`config.mk`:
```
export PLATFORM = sky130hd
export DESIGN_NAME = osr_rx
export DESIGN_NICKNAME = d
export VERILOG_FILES = /design/src/rtl/osr_rx_pkg.sv /design/src/rtl/osr_rx_vote.sv /design/src/rtl/osr_rx_frame.sv /design/src/rtl/osr_rx_buf.sv /design/src/rtl/osr_rx.sv
export SDC_FILE = /design/constraint.sdc
export NUM_CORES = 1
export LEC_CHECK = 0
export BUFFER_PORTS_ARGS = -buffer_cell sky130_fd_sc_hd__buf_2
export CAP_MARGIN = 20
export CORE_UTILIZATION = 61
export CTS_CLUSTER_DIAMETER = 120
export DETAILED_ROUTE_END_ITERATION = 8
export PLACE_DENSITY = 0.95
export SYNTH_ARGS = -nofsm -noshare
export SYNTH_HDL_FRONTEND = slang
export SYNTH_SLANG_ARGS = --single-unit
```
`constraint.sdc`:
```
create_clock -name clk -period 5.08 [get_ports clk]
set_input_delay 0.254 -clock clk [delete_from_list [all_inputs] [get_ports clk]]
set_output_delay 0.254 -clock clk [all_outputs]
set_load 0.01 [all_outputs]
```
`src/rtl/osr_rx_pkg.sv`:
```
package osr_rx_pkg;
  typedef enum logic [2:0] {
    ST_IDLE,
    ST_START,
    ST_DATA,
    ST_ADDR,
    ST_PAR,
    ST_STOP
  } rx_state_t;
endpackage

```
`src/rtl/osr_rx_vote.sv`:
```
module osr_rx_vote #(
  parameter int OVS = 8,
  parameter int CW  = $clog2(OVS)
) (
  input  logic          clk,
  input  logic          rst_n,
  input  logic          line_i,
  input  logic [CW-1:0] cnt_i,
  output logic          vote_o
);
  localparam int V0 = OVS / 2 - 1;
  localparam int V1 = OVS / 2;

  logic s0_q, s1_q;

  always_ff @(posedge clk or negedge rst_n) begin
    if (!rst_n) begin
      s0_q <= 1'b1;
      s1_q <= 1'b1;
    end else begin
      if (cnt_i == CW'(V0)) s0_q <= line_i;
      if (cnt_i == CW'(V1)) s1_q <= line_i;
    end
  end

  // meaningful on the third vote sample, when line_i is that sample
  assign vote_o = (s0_q & s1_q) | (s0_q & line_i) | (s1_q & line_i);
endmodule

```
`src/rtl/osr_rx_frame.sv`:
```
module osr_rx_frame
  import osr_rx_pkg::*;
#(
  parameter int OVS = 8,
  parameter int DW  = 8,
  parameter int LW  = $clog2(DW)
) (
  input  logic          clk,
  input  logic          rst_n,
  input  logic          line_i,
  input  logic [LW-1:0] cfg_len_i,
  input  logic          cfg_addr_i,
  input  logic          cfg_par_en_i,
  input  logic          cfg_par_odd_i,
  output logic          done_o,
  output logic [DW-1:0] data_o,
  output logic          addr_o,
  output logic          perr_o,
  output logic          ferr_o
);
  localparam int CW   = $clog2(OVS);
  localparam int V2   = OVS / 2 + 1;
  localparam int LAST = OVS - 1;

  rx_state_t     state_q;
  logic [CW-1:0] cnt_q;
  logic [LW-1:0] idx_q;
  logic [DW-1:0] data_q;
  logic          addr_q, pacc_q, pbit_q;
  logic          vote;
  logic          at_vote, at_end;

  osr_rx_vote #(.OVS(OVS), .CW(CW)) u_vote (
    .clk    (clk),
    .rst_n  (rst_n),
    .line_i (line_i),
    .cnt_i  (cnt_q),
    .vote_o (vote)
  );

  assign at_vote = (cnt_q == CW'(V2));
  assign at_end  = (cnt_q == CW'(LAST));

  always_ff @(posedge clk or negedge rst_n) begin
    if (!rst_n) begin
      state_q <= ST_IDLE;
      cnt_q   <= '0;
      idx_q   <= '0;
      data_q  <= '0;
      addr_q  <= 1'b0;
      pacc_q  <= 1'b0;
      pbit_q  <= 1'b0;
    end else if (state_q == ST_IDLE) begin
      cnt_q <= '0;
      if (!line_i) begin
        state_q <= ST_START;
        cnt_q   <= CW'(1);
        idx_q   <= '0;
        data_q  <= '0;
        addr_q  <= 1'b0;
        pacc_q  <= 1'b0;
        pbit_q  <= 1'b0;
      end
    end else begin
      cnt_q <= at_end ? '0 : cnt_q + CW'(1);
      if (at_vote) begin
        case (state_q)
          ST_START: if (vote) begin
            state_q <= ST_IDLE;
            cnt_q   <= '0;
          end
          ST_DATA: begin
            data_q[idx_q] <= vote;
            pacc_q        <= pacc_q ^ vote;
          end
          ST_ADDR: begin
            addr_q <= vote;
            pacc_q <= pacc_q ^ vote;
          end
          ST_PAR:  pbit_q <= vote;
          ST_STOP: begin
            state_q <= ST_IDLE;
            cnt_q   <= '0;
          end
          default: ;
        endcase
      end
      if (at_end) begin
        case (state_q)
          ST_START: state_q <= ST_DATA;
          ST_DATA:
            if (idx_q == cfg_len_i)
              state_q <= cfg_addr_i ? ST_ADDR : (cfg_par_en_i ? ST_PAR : ST_STOP);
            else
              idx_q <= idx_q + LW'(1);
          ST_ADDR: state_q <= cfg_par_en_i ? ST_PAR : ST_STOP;
          ST_PAR:  state_q <= ST_STOP;
          default: ;
        endcase
      end
    end
  end

  assign done_o = (state_q == ST_STOP) && at_vote;
  assign data_o = data_q;
  assign addr_o = addr_q;
  assign perr_o = cfg_par_en_i & (pacc_q ^ pbit_q ^ cfg_par_odd_i);
  assign ferr_o = ~vote;

  // an idle receiver holds its cell counter at zero
  a_r1_idle_cnt_zero: assert property (@(posedge clk) disable iff (!rst_n)
    (state_q == ST_IDLE) |-> (cnt_q == '0));

  // completion is a single-cycle event
  a_r8_done_single: assert property (@(posedge clk) disable iff (!rst_n)
    done_o |=> !done_o);
endmodule

```
`src/rtl/osr_rx_buf.sv`:
```
module osr_rx_buf #(
  parameter int DW = 8
) (
  input  logic          clk,
  input  logic          rst_n,
  input  logic          en_i,
  input  logic          done_i,
  input  logic [DW-1:0] data_i,
  input  logic          addr_i,
  input  logic          perr_i,
  input  logic          ferr_i,
  input  logic          ready_i,
  output logic          valid_o,
  output logic [DW-1:0] data_o,
  output logic          addr_o,
  output logic          perr_o,
  output logic          ferr_o,
  output logic          irq_o
);
  logic valid_q, irq_q, load;

  assign load = done_i && en_i && (!valid_q || ready_i);

  always_ff @(posedge clk or negedge rst_n) begin
    if (!rst_n) begin
      valid_q <= 1'b0;
      irq_q   <= 1'b0;
      data_o  <= '0;
      addr_o  <= 1'b0;
      perr_o  <= 1'b0;
      ferr_o  <= 1'b0;
    end else begin
      irq_q <= load;
      if (load) begin
        valid_q <= 1'b1;
        data_o  <= data_i;
        addr_o  <= addr_i;
        perr_o  <= perr_i;
        ferr_o  <= ferr_i;
      end else if (valid_q && ready_i) begin
        valid_q <= 1'b0;
      end
    end
  end

  assign valid_o = valid_q;
  assign irq_o   = irq_q;

  // a held character keeps its payload until taken
  a_r11_hold_stable: assert property (@(posedge clk) disable iff (!rst_n)
    (valid_q && !ready_i) |=> (valid_q && $stable(data_o) && $stable(addr_o)
                                && $stable(perr_o) && $stable(ferr_o)));

  // every interrupt pulse accompanies a buffered character
  a_r8_irq_has_data: assert property (@(posedge clk) disable iff (!rst_n)
    irq_q |-> valid_q);

  // a completion while disabled changes nothing
  a_r10_disabled_quiet: assert property (@(posedge clk) disable iff (!rst_n)
    (done_i && !en_i && !(valid_q && ready_i)) |=> ($stable(valid_q) && !irq_q));
endmodule

```
`src/rtl/osr_rx.sv`:
```
module osr_rx #(
  parameter int OVS = 8,
  parameter int DW  = 8,
  parameter int LW  = $clog2(DW)
) (
  input  logic          clk,
  input  logic          rst_n,
  input  logic          line_i,
  input  logic          rx_enable_i,
  input  logic [LW-1:0] cfg_len_i,
  input  logic          cfg_addr_i,
  input  logic          cfg_par_en_i,
  input  logic          cfg_par_odd_i,
  output logic          rx_valid_o,
  input  logic          rx_ready_i,
  output logic [DW-1:0] rx_data_o,
  output logic          rx_addr_o,
  output logic          rx_perr_o,
  output logic          rx_ferr_o,
  output logic          rx_irq_o
);
  logic          done;
  logic [DW-1:0] f_data;
  logic          f_addr, f_perr, f_ferr;

  osr_rx_frame #(.OVS(OVS), .DW(DW), .LW(LW)) u_frame (
    .clk           (clk),
    .rst_n         (rst_n),
    .line_i        (line_i),
    .cfg_len_i     (cfg_len_i),
    .cfg_addr_i    (cfg_addr_i),
    .cfg_par_en_i  (cfg_par_en_i),
    .cfg_par_odd_i (cfg_par_odd_i),
    .done_o        (done),
    .data_o        (f_data),
    .addr_o        (f_addr),
    .perr_o        (f_perr),
    .ferr_o        (f_ferr)
  );

  osr_rx_buf #(.DW(DW)) u_buf (
    .clk     (clk),
    .rst_n   (rst_n),
    .en_i    (rx_enable_i),
    .done_i  (done),
    .data_i  (f_data),
    .addr_i  (f_addr),
    .perr_i  (f_perr),
    .ferr_i  (f_ferr),
    .ready_i (rx_ready_i),
    .valid_o (rx_valid_o),
    .data_o  (rx_data_o),
    .addr_o  (rx_addr_o),
    .perr_o  (rx_perr_o),
    .ferr_o  (rx_ferr_o),
    .irq_o   (rx_irq_o)
  );
endmodule

```
==> results of run 1 <==
[through the flow]
step / power (mW) / instance area [um^2]
4_1_cts: 0.817 / 1990
6_report: 0.817 / 1990
2_1_floorplan: 0.616 / 1830
3_3_place_gp: 0.654 / 1930
3_5_place_dp: 0.677 / 1930
5_1_grt: 0.885 / 1990
[routing by layer]
| layer | wire, um | share of wire | track usage |
|---|---|---|---|
| met1 | 1460 | 0.41 | 0.316 |
| met2 | 1750 | 0.49 | 0.410 |
| met3 | 287 | 0.080 | 0.0876 |
| met4 | 74 | 0.021 | 0.132 |
| met5 | 0 | 0 | 0 |
[registers in the layout (all words and copies together), names as in the netlist]
name and flops:
u_buf.data_o 8, u_frame.data_o 8, u_frame.cnt_q 3, u_frame.idx_q 3, u_frame.state_q 3, u_buf.addr_o 1
u_buf.ferr_o 1, u_buf.irq_o 1, u_buf.perr_o 1, u_buf.valid_o 1, u_frame.addr_o 1, u_frame.pacc_q 1
u_frame.pbit_q 1, u_frame.u_vote.s0_q 1, u_frame.u_vote.s1_q 1
[worst max-delay path: cells and delay by family (launching register included)]
kind,cells,cell delay (ps)
buf+inv,1,80
mux,1,420
flops,1,390
fa+ha+maj,1,200
simple gates,2,1040
[cell usage after synthesis, types with 2 or more instances]
cell	number	area [um^2]
clkbuf_1	5	18.8
dfrtp_1	33	826
ha_1	6	75.1
nand2b_1	5	31.3
mux2i_1	2	20.0
o21a_1	3	22.5
mux2_4	5	75.1
mux2_2	6	67.6
o21ai_0	23	115
and3_1	3	18.8
nor2b_1	3	18.8
xnor2_1	2	17.5
o31ai_1	3	22.5
nor3_1	4	20.0
a31oi_1	5	31.3
nand2_1	8	30.0
xor2_1	3	26.3
dfstp_2	2	52.6
inv_1	9	33.8
nand3_1	6	30.0
and2_1	3	18.8
nor2_1	12	45.0
buf_6	2	22.5
a21oi_1	5	25.0
[final timing paths]
check / end / depth (start not counted) / start / slack [ps]
max: u_buf.data_o[3] / 5 / u_frame.cnt_q[1] / 2840
min: u_buf.perr_o / 3 / cfg_par_en_i / 180
max reg2reg: u_buf.data_o[3] / 5 / u_frame.cnt_q[1] / 2840
min reg2reg: u_frame.u_vote.s1_q / 2 / u_frame.u_vote.s1_q / 490
max in group asynchronous: u_frame.cnt_q[0] / 2 / rst_n / 4090
min in group asynchronous: u_frame.idx_q[1] / 2 / rst_n / 500
[power by group through the flow]
| stage | clock network, mW | logic, mW | registers (mW) |
|---|---|---|---|
| floorplan | 0 | 0.242 | 0.373 |
| global placement | 0 | 0.243 | 0.411 |
| detailed placement | 0 | 0.257 | 0.420 |
| CTS | 0.144 | 0.259 | 0.414 |
| global route | 0.159 | 0.298 | 0.428 |
| finish | 0.140 | 0.259 | 0.417 |
[logic make-up (layout without fill, tap and decap cells)]
kind of cell / Yosys count / after routing / synth area share
buffers and inverters: 18 / 42 / 0.0473
and+or+nand+nor: 52 / 52 / 0.161
DFF: 35 / 35 / 0.481
AOI/OAI and AO/OA: 46 / 46 / 0.151
xor gates and xnor gates: 5 / 5 / 0.0240
adders and majority gates: 7 / 7 / 0.0466
muxes: 13 / 13 / 0.0891
[final cells by class]
type / count / area share
clock inverters: 1 / 0.00251
inverters: 10 / 0.0189
repair buffers: 24 / 0.0629
flip-flops and latches: 35 / 0.441
clock buffers: 7 / 0.0226
multi-input cells: 123 / 0.432
well taps: 31 / 0.0195
==> metrics.yaml, run 1 <==
timing:
  rsz0062_at_grt: "no"
  maxSlewViolCount: 0
  fin_crit_ps: 2240
  hold_violations: 0
  slew_headroom: 0.327
  max_freq_ghz: 0.447
  holdWs_ps: 178
  layout_setup_ws_ps: 2840
  fin_skew_ps: 12.6
  min_period_over_period: 0.440
  setup_tns_ps: 0
  tightest_slew_ps: 1010
  setup_viol: 0
floorplan:
  io_pins: 24
  die-height_um: 56.7
  rows: 19
  die_w_um: 56.7
  start_util: 0.651
  coreArea_um2: 2810
  dieArea_um2: 3220
clocking:
  ctsResizeCount: 0
  clock_latency_ps: 340
  cts_post_setup_buffers_inserted: 0
  cts_max_level: 2
  clock-sinks: 35
  cts_hold_buf: 1
  cts_tree: "done"
  root_buffer: "clkbuf_4"
  clockBufferDepth: 2
  clk_pin_slew_ps: 100
  numCtsBuffers: 5
logic_synthesis:
  yosys_register_bits: 35
  synth.distinct_cells: 42
  syn-num-nets: 193
  synthArstFlopShare: 1.00
  synth_edf_count: 0
  synth_area_um2: 1830
  syn_area_per_cell_um2: 10.4
  seq_area_frac_synth: 0.481
  synth_ff_type: "dfrtp_1"
  syn_inst: 176
  yosysWarnings: 0
critical_path:
  end_kind: "register"
  required_ps: 5310
  critPathLaunchType: "register"
  path_cells: "inv_1, ha_1, and3_4, nor4b_4, mux2_2"
  slowest_delay_ps: 820
  arrival_ps: 2470
  critPathKind: "reg2reg"
  cp_slowest_cell: "nor4b_4"
  cp_max_fo: 14
grt:
  grt_max_degree: 36
  grt-ovfl-total: 0
  grt_use_total: 0.260
  grt_pass1_wl_mm: 6.24
  antenna_found_initial: 0
  grt_pass1_vias: 1410
job:
  maxCapViolations: 0
placed_design:
  place_congestion: 0.867
  dp_hpwl_mm: 2.56
  post-place-ws_ps: 2840
  io_buffers: 23
  placed_cells: 222
status:
  status: "finished, violations left"
  violations: "DRC"
cells_and_area:
  fin_cells: 231
  multi_input_area_um2: 861
  layout_common_cells: "dfrtp_1 (33), o21ai_0 (23), buf_2 (23)"
  drive_gt1_frac: 0.225
  seq_area_um2: 878
  utilization: 0.710
  area_growth_syn_to_layout_pct: 9.05
  num_antenna_cells: 0
  nets: 216
  final_common_cell: "dfrtp_1"
  nFillCells: 212
power_and_ir_drop:
  power_leakage_nw: 0.957
  power.density_nw_per_um2: 410
  ir_worst_vdd_mv: 0.278
  p_int_mw: 0.507
  switching_power_mw: 0.310
  p_clk_frac: 0.172
  p_comb_frac: 0.318
  p_seq_frac: 0.510
  p_sw_frac: 0.379
route:
  routed_wl_mm: 3.57
  wire_per_inst_um: 15.5
  dr.pass1.iters: 6
  vias_per_cell: 6.19
  drcViolationCount: 6
  vias: 1430
  antenna_left: 0
  dr.first_iter.drc_count: 76
hold_path:
  hp-class: "in2reg"
No activity file was read; power rests on OpenSTA's default activity.
==> inputs of run 2 (changes only) <==
- CORE_UTILIZATION: 61 -> 57
- PLACE_DENSITY: 0.95 -> 0.9
- clock period: 5.08 -> 2.3 ns (I/O delays scaled with it)
==> metrics.yaml, run 2 (same netlist as run 1, synthesis figures left out) <==
route:
  antenna_left: 0  # unchanged
  vias_per_cell: 5.53  # was 6.19
  wire_per_inst_um: 13.1  # was 15.5 um
  dr.first_iter.drc_count: 47  # was 76
  vias: 1383  # was 1430
  routed_wl_mm: 3.28  # was 3.57 mm
  dr.pass1.iters: 4  # was 6
  drcViolationCount: 0  # was 6
placed_design:
  io_buffers: 23  # unchanged
  dp_hpwl_mm: 2.38  # was 2.56 mm
  place_congestion: 0.862  # was 0.867
floorplan:
  rows: 20  # was 19
  coreArea_um2: 3050  # was 2810 um^2
  die_w_um: 58.6  # was 56.7 um
  dieArea_um2: 3430  # was 3220 um^2
  start_util: 0.598  # was 0.651
  die-height_um: 58.6  # was 56.7 um
  io_pins: 24  # unchanged
hold_path:
  hp-class: "in2reg"  # unchanged
  hold_end: "u_buf.perr_o"  # unchanged
  min_from: "cfg_par_en_i"  # unchanged
  hold_depth: 3  # unchanged
power_and_ir_drop:
  power.density_nw_per_um2: 937  # was 410 nW/um^2
  switching_power_mw: 0.691  # was 0.310 mW
  p_comb_frac: 0.329  # was 0.318
  power_leakage_nw: 1.00  # was 0.957 nW
  ir_worst_vdd_mv: 0.653  # was 0.278 mV
  p_clk_frac: 0.226  # was 0.172
  p_seq_frac: 0.445  # was 0.510
  p_int_mw: 1.26  # was 0.507 mW
  p_sw_frac: 0.354  # was 0.379
critical_path:
  arrival_ps: 2010  # was 2470 ps
  r2r-start: "u_frame.cnt_q[1]"  # unchanged
  cp_slowest_cell: "dfrtp_1"  # was nor4b_4
  path_cells: "inv_1, ha_1, and3_4, nor4b_4, buf_4, mux2_2"  # was inv_1, ha_1, and3_4, nor4b_4, mux2_2
  cp_max_fo: 9  # was 14
  end_kind: "register"  # unchanged
  ff2ff_setup_slack_ps: 520  # was 2840 ps
  reg2reg_to: "u_buf.data_o[4]"  # was u_buf.data_o[3]
  critPathLaunchType: "register"  # unchanged
  critPathKind: "reg2reg"  # unchanged
  slowest_delay_ps: 390  # was 820 ps
  required_ps: 2540  # was 5310 ps
  ff2ff_path_depth: 6  # was 5
clocking:
  clock_latency_ps: 350  # was 340 ps
  cts_tree: "done"  # unchanged
  clock-sinks: 35  # unchanged
  cts_hold_buf: 1  # unchanged
  cts_max_level: 2  # unchanged
  ctsResizeCount: 0  # unchanged
  numCtsBuffers: 5  # unchanged
  clockBufferDepth: 2  # unchanged
  root_buffer: "clkbuf_4"  # unchanged
  cts_post_setup_buffers_inserted: 0  # unchanged
  clk_pin_slew_ps: 100  # about the same
timing:
  hold_violations: 0  # unchanged
  maxSlewViolCount: 0  # unchanged
  rsz0062_at_grt: "no"  # unchanged
  setup_tns_ps: 0  # unchanged
  fin_skew_ps: 14.4  # was 12.6 ps
  tightest_slew_ps: 741  # was 1010 ps
  fin_crit_ps: 1780  # was 2240 ps
  slew_headroom: 0.506  # was 0.327
  min_period_over_period: 0.773  # was 0.440
  setup_viol: 0  # unchanged
  max_freq_ghz: 0.563  # was 0.447 GHz
  holdWs_ps: 28.9  # was 178 ps
cells_and_area:
  num_antenna_cells: 0  # unchanged
  nFillCells: 254  # was 212
  top_regs: "u_buf.data_o: 8 flops, u_frame.data_o: 8 flops"  # unchanged
  drive_gt1_frac: 0.257  # was 0.225
  area_growth_syn_to_layout_pct: 14.1  # was 9.05%
  nets: 222  # was 216
  layout_common_cells: "dfrtp_1 (33), o21ai_0 (23), buf_2 (23)"  # unchanged
  final_common_cell: "dfrtp_1"  # unchanged
grt:
  grt_use_total: 0.224  # was 0.260
  antenna_found_initial: 0  # unchanged
  grt-ovfl-total: 0  # unchanged
  grt_pass1_vias: 1245  # was 1410
  grt_pass1_wl_mm: 5.73  # was 6.24 mm
  grt_max_degree: 36  # unchanged
job:
  maxCapViolations: 0  # unchanged
status:
  status: "completed"  # was finished, violations left
-- run 2: metrics by stage --
stage | utilization | worst slack, ps | instance area (um^2) | total power, mW | instances
final | 0.682 | 523 | 2080 | 1.95 | 250
after global routing | 0.682 | 403 | 2080 | 2.12 | 250
after CTS | 0.682 | 498 | 2080 | 1.97 | 250
after detailed placement | 0.652 | 513 | 1990 | 1.52 | 241
after global placement | 0.652 | 594 | 1990 | 1.49 | 241
after floorplan | - | 587 | 1830 | 1.36 | 176
-- run 2: worst max path at each step --
stage                      from         endpoint  slack [ps]  cells past startpoint
5_1_grt        u_frame.cnt_q[1]  u_buf.data_o[4]         400                      6
3_3_place_gp   u_frame.cnt_q[1]  u_buf.data_o[5]         590                      6
6_report       u_frame.cnt_q[1]  u_buf.data_o[4]         520                      6
2_1_floorplan  u_frame.cnt_q[1]     u_buf.addr_o         590                      6
3_5_place_dp   u_frame.cnt_q[1]  u_buf.data_o[4]         510                      6
4_1_cts        u_frame.cnt_q[1]  u_buf.data_o[4]         500                      6
-- run 2: area by class of cell --
| class | instances | area [um^2] | area share |
|---|---|---|---|
| sequential | 35 | 878 | 0.422 |
| multi-input combinational | 123 | 861 | 0.413 |
| timing repair buffer | 30 | 170 | 0.0817 |
| tap | 44 | 55.1 | 0.0264 |
| clock inverter | 3 | 43.8 | 0.0210 |
| clock buffer | 5 | 37.5 | 0.0180 |
| inverter | 10 | 37.5 | 0.0180 |
-- run 2: routing by layer --
metal	vias to the layer above	routed length (um)	track usage	share of wire
met3	7	218	0.0593	0.067
li1	685	-	-	-
met2	40	1460	0.330	0.45
met5	-	0	0	0
met4	0	48	0.0816	0.015
met1	651	1550	0.321	0.47
-- run 2: worst max-delay path, delay by kind of cell (launching register included) --
kind	cells	cell delay, ps
buf+inv	2	320
flops	1	390
mux	1	350
simple gates	2	430
fa+ha+maj	1	190
-- run 2: power groups by stage --
stage / logic, mW / registers (mW) / clock network, mW
detailed placement: 0.643 / 0.877 / 0
CTS: 0.648 / 0.867 / 0.451
global route: 0.746 / 0.893 / 0.476
finish: 0.643 / 0.868 / 0.441
floorplan: 0.536 / 0.824 / 0
global placement: 0.618 / 0.872 / 0
